<file path="src/rtl/spi_presc_pkg.sv">
package spi_presc_pkg;

  typedef enum logic {
    PRESC_LEGACY = 1'b0,
    PRESC_EXT    = 1'b1
  } presc_mode_e;

  // legacy floor, also the clamp value
  localparam int unsigned LEG_MIN_DIV = 4;
  // extended mantissa floor
  localparam int unsigned EXT_MIN_MANT = 2;

endpackage

</file>
<file path="src/rtl/spi_presc_decode.sv">
module spi_presc_decode
  import spi_presc_pkg::*;
#(
  parameter int unsigned MANT_W = 4,
  parameter int unsigned EXP_W  = 3,
  localparam int unsigned PRE_W = MANT_W + EXP_W + 1,
  localparam int unsigned DIV_W = MANT_W + (1 << EXP_W) - 1
) (
  input  logic             ext_mode_i,
  input  logic [PRE_W-1:0] prescale_i,
  output logic [DIV_W-1:0] div_o
);

  presc_mode_e        mode;
  logic [MANT_W-1:0]  mant;
  logic [MANT_W-1:0]  mant_eff;
  logic [EXP_W-1:0]   expo;
  logic               leg_on;
  logic [DIV_W-1:0]   leg_div;
  logic [DIV_W-1:0]   ext_div;

  always_comb begin
    mode   = presc_mode_e'(ext_mode_i);
    mant   = prescale_i[MANT_W-1:0];
    // exponent lsb sits right above the mantissa, upper bits at the top
    expo   = {prescale_i[PRE_W-1 -: EXP_W-1], prescale_i[MANT_W]};
    leg_on = prescale_i[MANT_W];

    if (!leg_on || ({1'b0, mant, 1'b0} < (MANT_W+2)'(LEG_MIN_DIV)))
      leg_div = DIV_W'(LEG_MIN_DIV);
    else
      leg_div = DIV_W'({mant, 1'b0});

    mant_eff = (mant < MANT_W'(EXT_MIN_MANT)) ? MANT_W'(EXT_MIN_MANT) : mant;
    ext_div  = DIV_W'(mant_eff) << expo;

    div_o = (mode == PRESC_EXT) ? ext_div : leg_div;
  end

endmodule

</file>
<file path="src/rtl/spi_presc_split.sv">
module spi_presc_split #(
  parameter int unsigned DIV_W = 11
) (
  input  logic [DIV_W-1:0] div_i,
  output logic [DIV_W-1:0] hi_len_o,
  output logic [DIV_W-1:0] lo_len_o
);

  logic [DIV_W:0] sum;

  always_comb begin
    sum      = {1'b0, div_i} + (DIV_W+1)'(1);
    hi_len_o = sum[DIV_W:1];        // ceil(D/2)
    lo_len_o = div_i >> 1;          // floor(D/2)
  end

endmodule

</file>
<file path="src/rtl/spi_presc_timer.sv">
module spi_presc_timer #(
  parameter int unsigned DIV_W = 11
) (
  input  logic             clk_i,
  input  logic             rst_ni,
  input  logic [DIV_W-1:0] hi_len_i,
  input  logic [DIV_W-1:0] lo_len_i,
  output logic             tick_o,
  output logic             phase_o
);

  logic             phase_q;
  logic [DIV_W-1:0] cnt_q;
  logic [DIV_W-1:0] hi_q;
  logic [DIV_W-1:0] lo_q;
  logic [DIV_W-1:0] cur_len;

  assign cur_len = phase_q ? hi_q : lo_q;
  assign tick_o  = (cnt_q == cur_len - DIV_W'(1));
  assign phase_o = phase_q;

  always_ff @(posedge clk_i or negedge rst_ni) begin
    if (!rst_ni) begin
      phase_q <= 1'b0;
      cnt_q   <= '0;
      hi_q    <= DIV_W'(1);
      lo_q    <= DIV_W'(1);
    end else if (tick_o) begin
      cnt_q   <= '0;
      phase_q <= ~phase_q;
      // end of low half = period boundary: take new lengths
      if (!phase_q) begin
        hi_q <= hi_len_i;
        lo_q <= lo_len_i;
      end
    end else begin
      cnt_q <= cnt_q + DIV_W'(1);
    end
  end

endmodule

</file>
<file path="src/rtl/spi_clk_prescaler.sv">
module spi_clk_prescaler #(
  parameter int unsigned MANT_W = 4,
  parameter int unsigned EXP_W  = 3,
  localparam int unsigned PRE_W = MANT_W + EXP_W + 1,
  localparam int unsigned DIV_W = MANT_W + (1 << EXP_W) - 1
) (
  input  logic             clk_i,
  input  logic             rst_ni,
  input  logic             ext_mode_i,
  input  logic [PRE_W-1:0] prescale_i,
  output logic             tick_o,
  output logic             phase_o
);

  logic [DIV_W-1:0] div;
  logic [DIV_W-1:0] hi_len;
  logic [DIV_W-1:0] lo_len;

  spi_presc_decode #(
    .MANT_W (MANT_W),
    .EXP_W  (EXP_W)
  ) u_decode (
    .ext_mode_i (ext_mode_i),
    .prescale_i (prescale_i),
    .div_o      (div)
  );

  spi_presc_split #(
    .DIV_W (DIV_W)
  ) u_split (
    .div_i    (div),
    .hi_len_o (hi_len),
    .lo_len_o (lo_len)
  );

  spi_presc_timer #(
    .DIV_W (DIV_W)
  ) u_timer (
    .clk_i    (clk_i),
    .rst_ni   (rst_ni),
    .hi_len_i (hi_len),
    .lo_len_i (lo_len),
    .tick_o   (tick_o),
    .phase_o  (phase_o)
  );

endmodule

</file>
<file path="config.mk">
export PLATFORM = sky130hd
export DESIGN_NAME = spi_clk_prescaler
export DESIGN_NICKNAME = d
export VERILOG_FILES = /design/src/rtl/spi_presc_pkg.sv /design/src/rtl/spi_presc_decode.sv /design/src/rtl/spi_presc_split.sv /design/src/rtl/spi_presc_timer.sv /design/src/rtl/spi_clk_prescaler.sv
export SDC_FILE = /design/constraint.sdc
export NUM_CORES = 1
export LEC_CHECK = 0
export BUFFER_PORTS_ARGS = -buffer_cell sky130_fd_sc_hd__buf_2
export CAP_MARGIN = 20
export CELL_PAD_IN_SITES_DETAIL_PLACEMENT = 1
export CELL_PAD_IN_SITES_GLOBAL_PLACEMENT = 1
export CORE_MARGIN = 1
export CORE_UTILIZATION = 48
export CTS_BUF_LIST = sky130_fd_sc_hd__clkbuf_16
export CTS_CLUSTER_SIZE = 30
export DETAILED_ROUTE_END_ITERATION = 10
export PLACE_DENSITY_LB_ADDON = 0.3
export SLEW_MARGIN = 20
export SYNTH_ARGS = -nofsm -noshare
export SYNTH_HDL_FRONTEND = slang
export SYNTH_SLANG_ARGS = --single-unit
</file>
<file path="constraint.sdc">
create_clock -name clk_i -period 4.7 [get_ports clk_i]
set_input_delay 0.47 -clock clk_i [delete_from_list [all_inputs] [get_ports clk_i]]
set_output_delay 0.47 -clock clk_i [all_outputs]
set_load 0.05 [all_outputs]
</file>
======== Yosys cells after proc, flatten, opt, wreduce, memory -nomap -nowiden ========
Cells that the tools add are included.
cells by class
  $add $sub $neg .......................... 3
  order comparisons ....................... 2
  equal/unequal tests ..................... 1
  shift operators ......................... 1
  mux-type cells .......................... 5
  bitwise logic cells ..................... 1
  reduce and logical (&&, ||, !) cells .... 3
operator list
  kind                                                                          count
  11-bit 2-to-1 mux                                                             3
  11-bit by 1-bit adder with 12-bit output, second input constant               1
  11-bit by 1-bit adder with 11-bit output, second input constant               1
  11-bit == test                                                                1
  4-bit by 3-bit left shift with 11-bit output                                  1
  11-bit by 1-bit subtractor with 11-bit output, second input constant          1
  5-bit by 3-bit less-than comparator with 1-bit output, second input constant  1
  5-bit 2-to-1 mux                                                              1
  4-bit by 2-bit less-than comparator with 1-bit output, second input constant  1
  4-bit 2-to-1 mux                                                              1
  2-bit AND reduction                                                           1
  1-bit zero test                                                               1
  1-bit logical OR                                                              1
  1-bit inverter                                                                1
storage, ports and cells
  register bits ........................... 33
  input port bits ......................... 11
  output and inout port bits .............. 2

======== Logic depth before layout (Yosys ltp) ========
Gate-level depths: netlist of the first run.
  word-level depth ........................ 5
  gate-level depth with buffers ........... 13
  mapped depth without buffers ............ 9

======== Hierarchy ========
A second synthesis of the first run with hierarchy kept.
second synthesis, totals
  cells, all modules ...................... 253
  area, all modules ....................... 2,577.5 µm²
by module, submodules not included
  module            times used  cells an instance  area each (µm²)
  spi_presc_timer   1           169                1,984.4
  spi_presc_decode  1           50                 339.1
  spi_presc_split   1           34                 254.0

======== Worst setup path before layout of the first run ========
Ideal clock, no wire load.
  path kind ............................... reg-to-output
  start point ............................. register u_timer.phase_q, in the netlist u_timer.phase_o
  end point ............................... output tick_o
  data arrival time ....................... 4.216 ns
  slack ................................... 0.014 ns
  stages on the path, launching flop included .. 11
  path buffers ............................ 2
  cell sequence ........................... dfrtp_1 buf_6 clkbuf_1 mux2i_1 ha_1 or4b_4 a222oi_1 xnor2_1 nor4_4 nand3_1 nor3_1
between the ends
  longest elaborated chain between the ends .. 3
RTL lines
  what                                           RTL line                 text
  start: declaration                             spi_presc_timer.sv:12    logic phase_q;
  start signal: assignment                       spi_presc_timer.sv:30    phase_q <= ~phase_q;
  11-bit 2-to-1 mux                              spi_presc_timer.sv:18    assign cur_len = phase_q ? hi_q : lo_q;
  11-bit by 1-bit subtractor with 11-bit output  spi_presc_timer.sv:19    assign tick_o = (cnt_q == cur_len - DIV_W'(1));
  11-bit == test                                 spi_presc_timer.sv:19
  end: declaration                               spi_clk_prescaler.sv:11  output logic tick_o,
Every way passes these cells.

======== Worst setup path in the final report of the first run ========
  start point ............................. register u_timer.phase_q, in the netlist u_timer.phase_o
  end point ............................... register u_timer.hi_q[9]
between the ends
  longest elaborated chain between the ends .. 4
  elaborated cells on any way between the ends .. 5
RTL lines
  what                                           RTL line               text
  11-bit 2-to-1 mux                              spi_presc_timer.sv:18
  11-bit by 1-bit subtractor with 11-bit output  spi_presc_timer.sv:19
  11-bit == test                                 spi_presc_timer.sv:19
  2-bit AND reduction (no source line) *         -
  end signal: assignment                         spi_presc_timer.sv:33  hi_q <= hi_len_i;
  end: declaration                               spi_presc_timer.sv:14  logic [DIV_W-1:0] hi_q;
Mark *: on every way between the ends. The rest lies on a longest branch, timed or not.
A chain may end at the register's enable or synchronous reset.

==> run metrics, run 1 <==
run status complete, no violations; Resize count post-CTS 0; starting density of the core 0.496; f_max 241 MHz; first-pass GRT wire length 8940 µm; overall die area 5160 µm²; 1st-iter DRT viols 60; DRT Pass-1 Iters 4; Post-synth EDFFs 0; sequential share of the synthesized area 0.354; clk slew on worst S/H paths 0.06 ns; most frequent cells in the layout dfrtp_1, nor2_1, mux2_4; Max Cap Viol 0; port buffer count 11; post-route cell area 2590 µm²; YS warnings 0; drc violations 0; Top FF cell, synth dfrtp_1; CP Max Fanout 26; fillers 553; Placeable Area 4720 µm²; Num CTS Buffers 5; Max VDD drop 0.205 mV; overall power 1.82 mW; share of cells above drive strength 1 0.191; CP Data Required Time 4.86 ns; H-tree depth 2; Netlist cell types 58; ANT nets after route 0; clock root cell clkbuf_16; final count of negative-setup-slack endpoints 0; sequential group share of total power 0.303; Final Cycle Share 0.884; pin count of the biggest net entering global routing 34; final critical-path required period 4.15 ns; vias in the first global route 1826; clk_lat worst skew 0.28 ns; TritonCTS sink count 33; Final Hold Viols 0; max incr delay on CP 0.62 ns; Synth Net Count 247; die height 71.9 µm; Multi-input gate area 1440 µm²; commonest non-fill, non-tap cell in the layout dfrtp_1; CP arrival 4.31 ns; GR Overflow Total 0; Setup TNS 0 ns; startpoint types register; hpwl dp 3860 µm; Max clock buf depth 2; top cell type's share of synthesized area 0.331; n_diodes 0; CTS tree done; DR vias 1786; Async SR Flop Fraction 1.00; number of synthesized register bits 33; Logic pwr share 0.528; dominant cells by area after synthesis dfrtp_1, mux2_4, xnor2_1; hold bufs inserted after CTS 0; total wire length 5140 µm; GP Congestion 0.778; Reg area 828 µm²; aggregate global-route resource usage 0.225; die width 71.9 µm; Crit Path Category register to register; setup repair bufs after CTS 0; antenna violations before repair 0; fin. max-slew vios 0; CP Cell Sequence buf_4 -> or3b_1 -> a222oi_1 -> a21oi_1 -> nor4b_1 -> o2111ai_2 -> or3_1 -> buf_4 -> mux2_1; # IOs 13; worst min path class input port to asynchronous set/reset pin; Slew @ Worst Pin 0.720 ns; Cell Rows 25; worst clock skew 0.00704 ns; area grow syn2layout 10.4%; Critical Path Sink Type register; Crit path top cell by count buf_4; Power per Cell Area 702 nW/µm²; Final nets 259; mapped cell area 2340 µm²; Synth Instances 233; Internal 1.06 mW; Slew HR 0.508; RSZ-0062 raised after global routing no; net switching power 758 µW; sw frac 0.417; drt wl/cell 16.4 µm; Leak 1.14 nW; largest area contributor in the netlist dfrtp_1; Max stage delay cell, worst path a222oi_1; clock network fraction of total power 0.170; Avg Vias per Cell 5.71; final core occ 0.548; Reg2Reg Depth 9; average cell area after synthesis 10.1 µm²; DP Area 2450 µm²
-- final cells by class --
cell class,instances,area share
clock inverter,3,0.00484
multi-input combinational,188,0.558
timing repair buffer,15,0.0329
clock buffer,5,0.0484
sequential,33,0.320
tap,67,0.0324
inverter,2,0.00290
-- synthesized netlist by cell type, types with 2 or more instances --
cell type  instances
nand2b_1           4
dfstp_2            2
a222oi_1           2
a21oi_1            5
buf_6              3
nand3_1            9
o21ai_0            7
and2_1             5
dfrtp_1           31
inv_1              2
clkbuf_1           5
o221ai_1           2
xor2_1            12
nor4b_1            4
o21a_1             3
nand2_1           14
o32ai_1            2
mux2_1             2
ha_1               3
or3b_1             2
nor2b_1            3
nor2_1            22
xnor2_1           15
nor3_1             5
nor3b_1            2
o22ai_1            2
mux2_4            16
buf_2              2
or3_1              4
mux2i_1            9
o21ai_1            2
and3_1             3
o31ai_1            3
nor4_1             2
-- cells by family after synthesis --
logic type,synth area share
AOI/OAI and AO/OA,0.124
xor gates and xnor gates,0.101
adders and majority gates,0.0160
buffers and inverters,0.0299
DFF,0.354
muxes,0.155
and+or+nand+nor,0.220
-- per-stage QoR --
| stage | instances | hold WS [ns] | worst slack (ns) |
|---|---|---|---|
| final | 313 | 0.237 | 0.547 |
| after global routing | 313 | 0.312 | 0.404 |
| after CTS | 313 | 0.273 | 0.588 |
| after detailed placement | 305 | 0.472 | 0.658 |
| after global placement | 305 | 0.469 | 0.612 |
| after floorplan | 233 | 0.174 | 0.0137 |
-- path summary, 6_finish.rpt --
path	slack [ns]	endpoint	from
max	0.55	u_timer.hi_q[9]$_DFFE_PN0P_	u_timer.phase_o$_DFFE_PN0N_
min	0.24	u_timer.cnt_q[9]$_DFF_PN0_	rst_ni
max reg2reg	0.55	u_timer.hi_q[9]$_DFFE_PN0P_	u_timer.phase_o$_DFFE_PN0N_
min reg2reg	0.48	u_timer.hi_q[10]$_DFFE_PN0P_	u_timer.hi_q[10]$_DFFE_PN0P_
max in group asynchronous	4.00	u_timer.hi_q[5]$_DFFE_PN0P_	rst_ni
min in group clk_i	0.48	u_timer.hi_q[10]$_DFFE_PN0P_	u_timer.hi_q[10]$_DFFE_PN0P_
-- power groups by stage --
| stage | clock [mW] | combinational (mW) | sequential, mW |
|---|---|---|---|
| floorplan | 0 | 0.791 | 0.501 |
| global placement | 0 | 0.929 | 0.542 |
| detailed placement | 0 | 0.954 | 0.553 |
| CTS | 0.312 | 0.965 | 0.549 |
| global route | 0.322 | 1.05 | 0.568 |
| finish | 0.308 | 0.958 | 0.549 |
-- per-layer routing --
layer / GRT usage / vias up / part of all wire
met1: 0.287 / 870 / 0.46
met5: 0 / - / 0
li1: - / 882 / -
met2: 0.384 / 28 / 0.50
met3: 0.0380 / 6 / 0.025
met4: 0.0850 / 0 / 0.016
-- critical path, delay by kind of cell, from the launching register on --
kind / cells / cell delay (ns)
compound gates: 3 / 1.06
simple gates: 3 / 1.44
flops: 1 / 0.58
buf+inv: 2 / 0.59
mux: 1 / 0.34
-- state kept, by name (all words and copies together), names as in the netlist --
| signal | flops |
|---|---|
| u_timer.cnt_q | 11 |
| u_timer.hi_q | 11 |
| u_timer.lo_q | 10 |
| u_timer.phase_o | 1 |
(Power assumes the default switching activity.)
==> run 2: changes to the inputs <==
- CORE_UTILIZATION: 48 -> 52
- clock period: 4.7 -> 4.9 ns (I/O delays scaled with it)
==> run metrics, run 2 (synthesized netlist as in run 1, its figures left out) <==
aggregate global-route resource usage 0.263 (+0.0376); max incr delay on CP 0.62 ns (about the same); Max VDD drop 0.249 mV (+21%); f_max 240 MHz (-0.40%); clock root cell clkbuf_16; worst min path class input port to asynchronous set/reset pin; TritonCTS sink count 33 (unchanged); most frequent cells in the layout dfrtp_1, nor2_1, mux2_4; CP Cell Sequence buf_4 -> or3b_1 -> a222oi_1 -> a21oi_1 -> nor4b_1 -> o2111ai_2 -> or3_1 -> buf_4 -> mux2_1; sw frac 0.434 (+0.0170); CP Max Fanout 29 (+12%); hold bufs inserted after CTS 0 (unchanged); DR vias 1808 (+1.2%); Crit path top cell by count buf_4; antenna violations before repair 0 (unchanged); port buffer count 11 (unchanged); Reg2Reg Depth 9 (unchanged); vias in the first global route 1929 (+5.6%); CP arrival 4.33 ns (+0.02 ns); Setup TNS 0 ns (unchanged); worst clock skew 0.00689 ns (-0.000148 ns); # IOs 13 (unchanged); CTS tree done; DRT Pass-1 Iters 4 (unchanged); register-to-register setup slack 0.73 ns (+0.18 ns); Final nets 257 (-0.77%); ANT nets after route 0 (unchanged); Slew HR 0.336 (-0.171); Max clock buf depth 2 (unchanged); DP Area 2410 µm² (-1.4%); Crit Path Category register to register; run status complete, no violations; post-route cell area 2550 µm² (-1.3%); drt wl/cell 19.1 µm (+16%); Worst Setup EP u_timer.hi_q[9]$_DFFE_PN0P_; startpoint types register; Num CTS Buffers 5 (unchanged); 1st-iter DRT viols 73 (+22%); commonest non-fill, non-tap cell in the layout dfrtp_1; r2r startpoint u_timer.phase_o$_DFFE_PN0N_; setup repair bufs after CTS 0 (unchanged); first-pass GRT wire length 9930 µm (+11%); area grow syn2layout 8.97%; RR Endpoint u_timer.hi_q[9]$_DFFE_PN0P_; overall die area 4780 µm² (-7.5%); Cell Rows 24 (-4.0%); DP Cell Count 288 (-5.6%); worst hold slack 0.263 ns (+0.0256 ns); H-tree depth 2 (unchanged); starting density of the core 0.538 (+0.0420); final critical-path required period 4.17 ns (+0.0167 ns); fin. max-slew vios 0 (unchanged); Final Hold Viols 0 (unchanged); Leak 1.13 nW (-0.89%); Resize count post-CTS 0 (unchanged); RSZ-0062 raised after global routing no; net switching power 766 µW (+1.1%); GR Overflow Total 0 (unchanged); Final Cycle Share 0.851 (-0.0327); clk slew on worst S/H paths 0.06 ns (about the same); Max Cap Viol 0 (unchanged); share of cells above drive strength 1 0.184 (-0.00663); Placeable Area 4350 µm² (-7.8%); Logic pwr share 0.534 (+0.006); n_diodes 0 (unchanged); Post-Layout Cell Count 296 (-5.4%); Avg Vias per Cell 6.11 (+7.0%); Power per Cell Area 691 nW/µm² (-1.6%); sequential group share of total power 0.300 (-0.003); CP Data Required Time 5.06 ns (+0.20 ns); die height 69.1 µm (-3.8%); final count of negative-setup-slack endpoints 0 (unchanged); Slew @ Worst Pin 0.970 ns (+0.251 ns); clk_lat worst skew 0.28 ns (about the same); CP startpoint u_timer.phase_o$_DFFE_PN0N_; Critical Path Sink Type register; pin count of the biggest net entering global routing 34 (unchanged); drc violations 0 (unchanged); Max stage delay cell, worst path nor4b_1; GP Congestion 0.770 (-1.0%); clock network fraction of total power 0.166 (-0.004); total wire length 5670 µm (+10%); Internal 997 µW (-5.7%); die width 69.1 µm (-3.8%); largest registers u_timer.cnt_q (11), u_timer.hi_q (11), u_timer.lo_q (10); hpwl dp 4170 µm (+7.9%)
-- run 2: changes by cell type in the layout (fill, tap and decap cells not counted) --
cell / previous run / this run
buf_4: 4 / 2
-- run 2: power groups by stage --
stage | registers [mW] | clock network [mW] | logic [mW]
final | 0.529 | 0.293 | 0.941
after CTS | 0.527 | 0.294 | 0.945
after floorplan | 0.480 | 0 | 0.759
after global placement | 0.514 | 0 | 0.872
after detailed placement | 0.527 | 0 | 0.921
after global routing | 0.547 | 0.305 | 1.04
-- run 2: area by class of cell --
cell class	count	area [µm²]
clock inverter	3	12.5
inverter	2	7.51
timing repair buffer	13	70.1
clock buffer	5	125
multi-input combinational	188	1440
tap	52	65.1
sequential	33	828
fill	476	1800
-- run 2: per-stage QoR --
stage	power [mW]	utilization	worst slack, ns
floorplan	1.24	-	0.194
global placement	1.39	0.555	0.986
detailed placement	1.45	0.555	0.864
CTS	1.77	0.586	0.821
global route	1.89	0.586	0.574
finish	1.76	0.586	0.730
-- run 2: worst min-delay path by stage --
stage / endpoint / slack [ns] / start / depth (start not counted)
detailed placement: u_timer.hi_q[10]$_DFFE_PN0P_ / 0.48 / u_timer.hi_q[10]$_DFFE_PN0P_ / 1
finish: u_timer.cnt_q[9]$_DFF_PN0_ / 0.26 / rst_ni / 1
global placement: u_timer.hi_q[10]$_DFFE_PN0P_ / 0.47 / u_timer.hi_q[10]$_DFFE_PN0P_ / 1
CTS: u_timer.cnt_q[9]$_DFF_PN0_ / 0.30 / rst_ni / 1
global route: u_timer.cnt_q[9]$_DFF_PN0_ / 0.33 / rst_ni / 1
floorplan: u_timer.cnt_q[0]$_DFF_PN0_ / 0.19 / rst_ni / 0
-- run 2: critical path, delay by kind of cell, from the launching register on --
family | cells | cell delay, ns
compound gates | 3 | 1.09
buf+inv | 2 | 0.61
flops | 1 | 0.51
simple gates | 3 | 1.47
mux | 1 | 0.35
-- run 2: metal layers --
layer | vias to the layer above | track usage | share of wire
li1 | 874 | - | -
met1 | 892 | 0.318 | 0.44
met2 | 27 | 0.467 | 0.52
met3 | 15 | 0.0409 | 0.019
met4 | 0 | 0.0975 | 0.027
met5 | - | 0 | 0
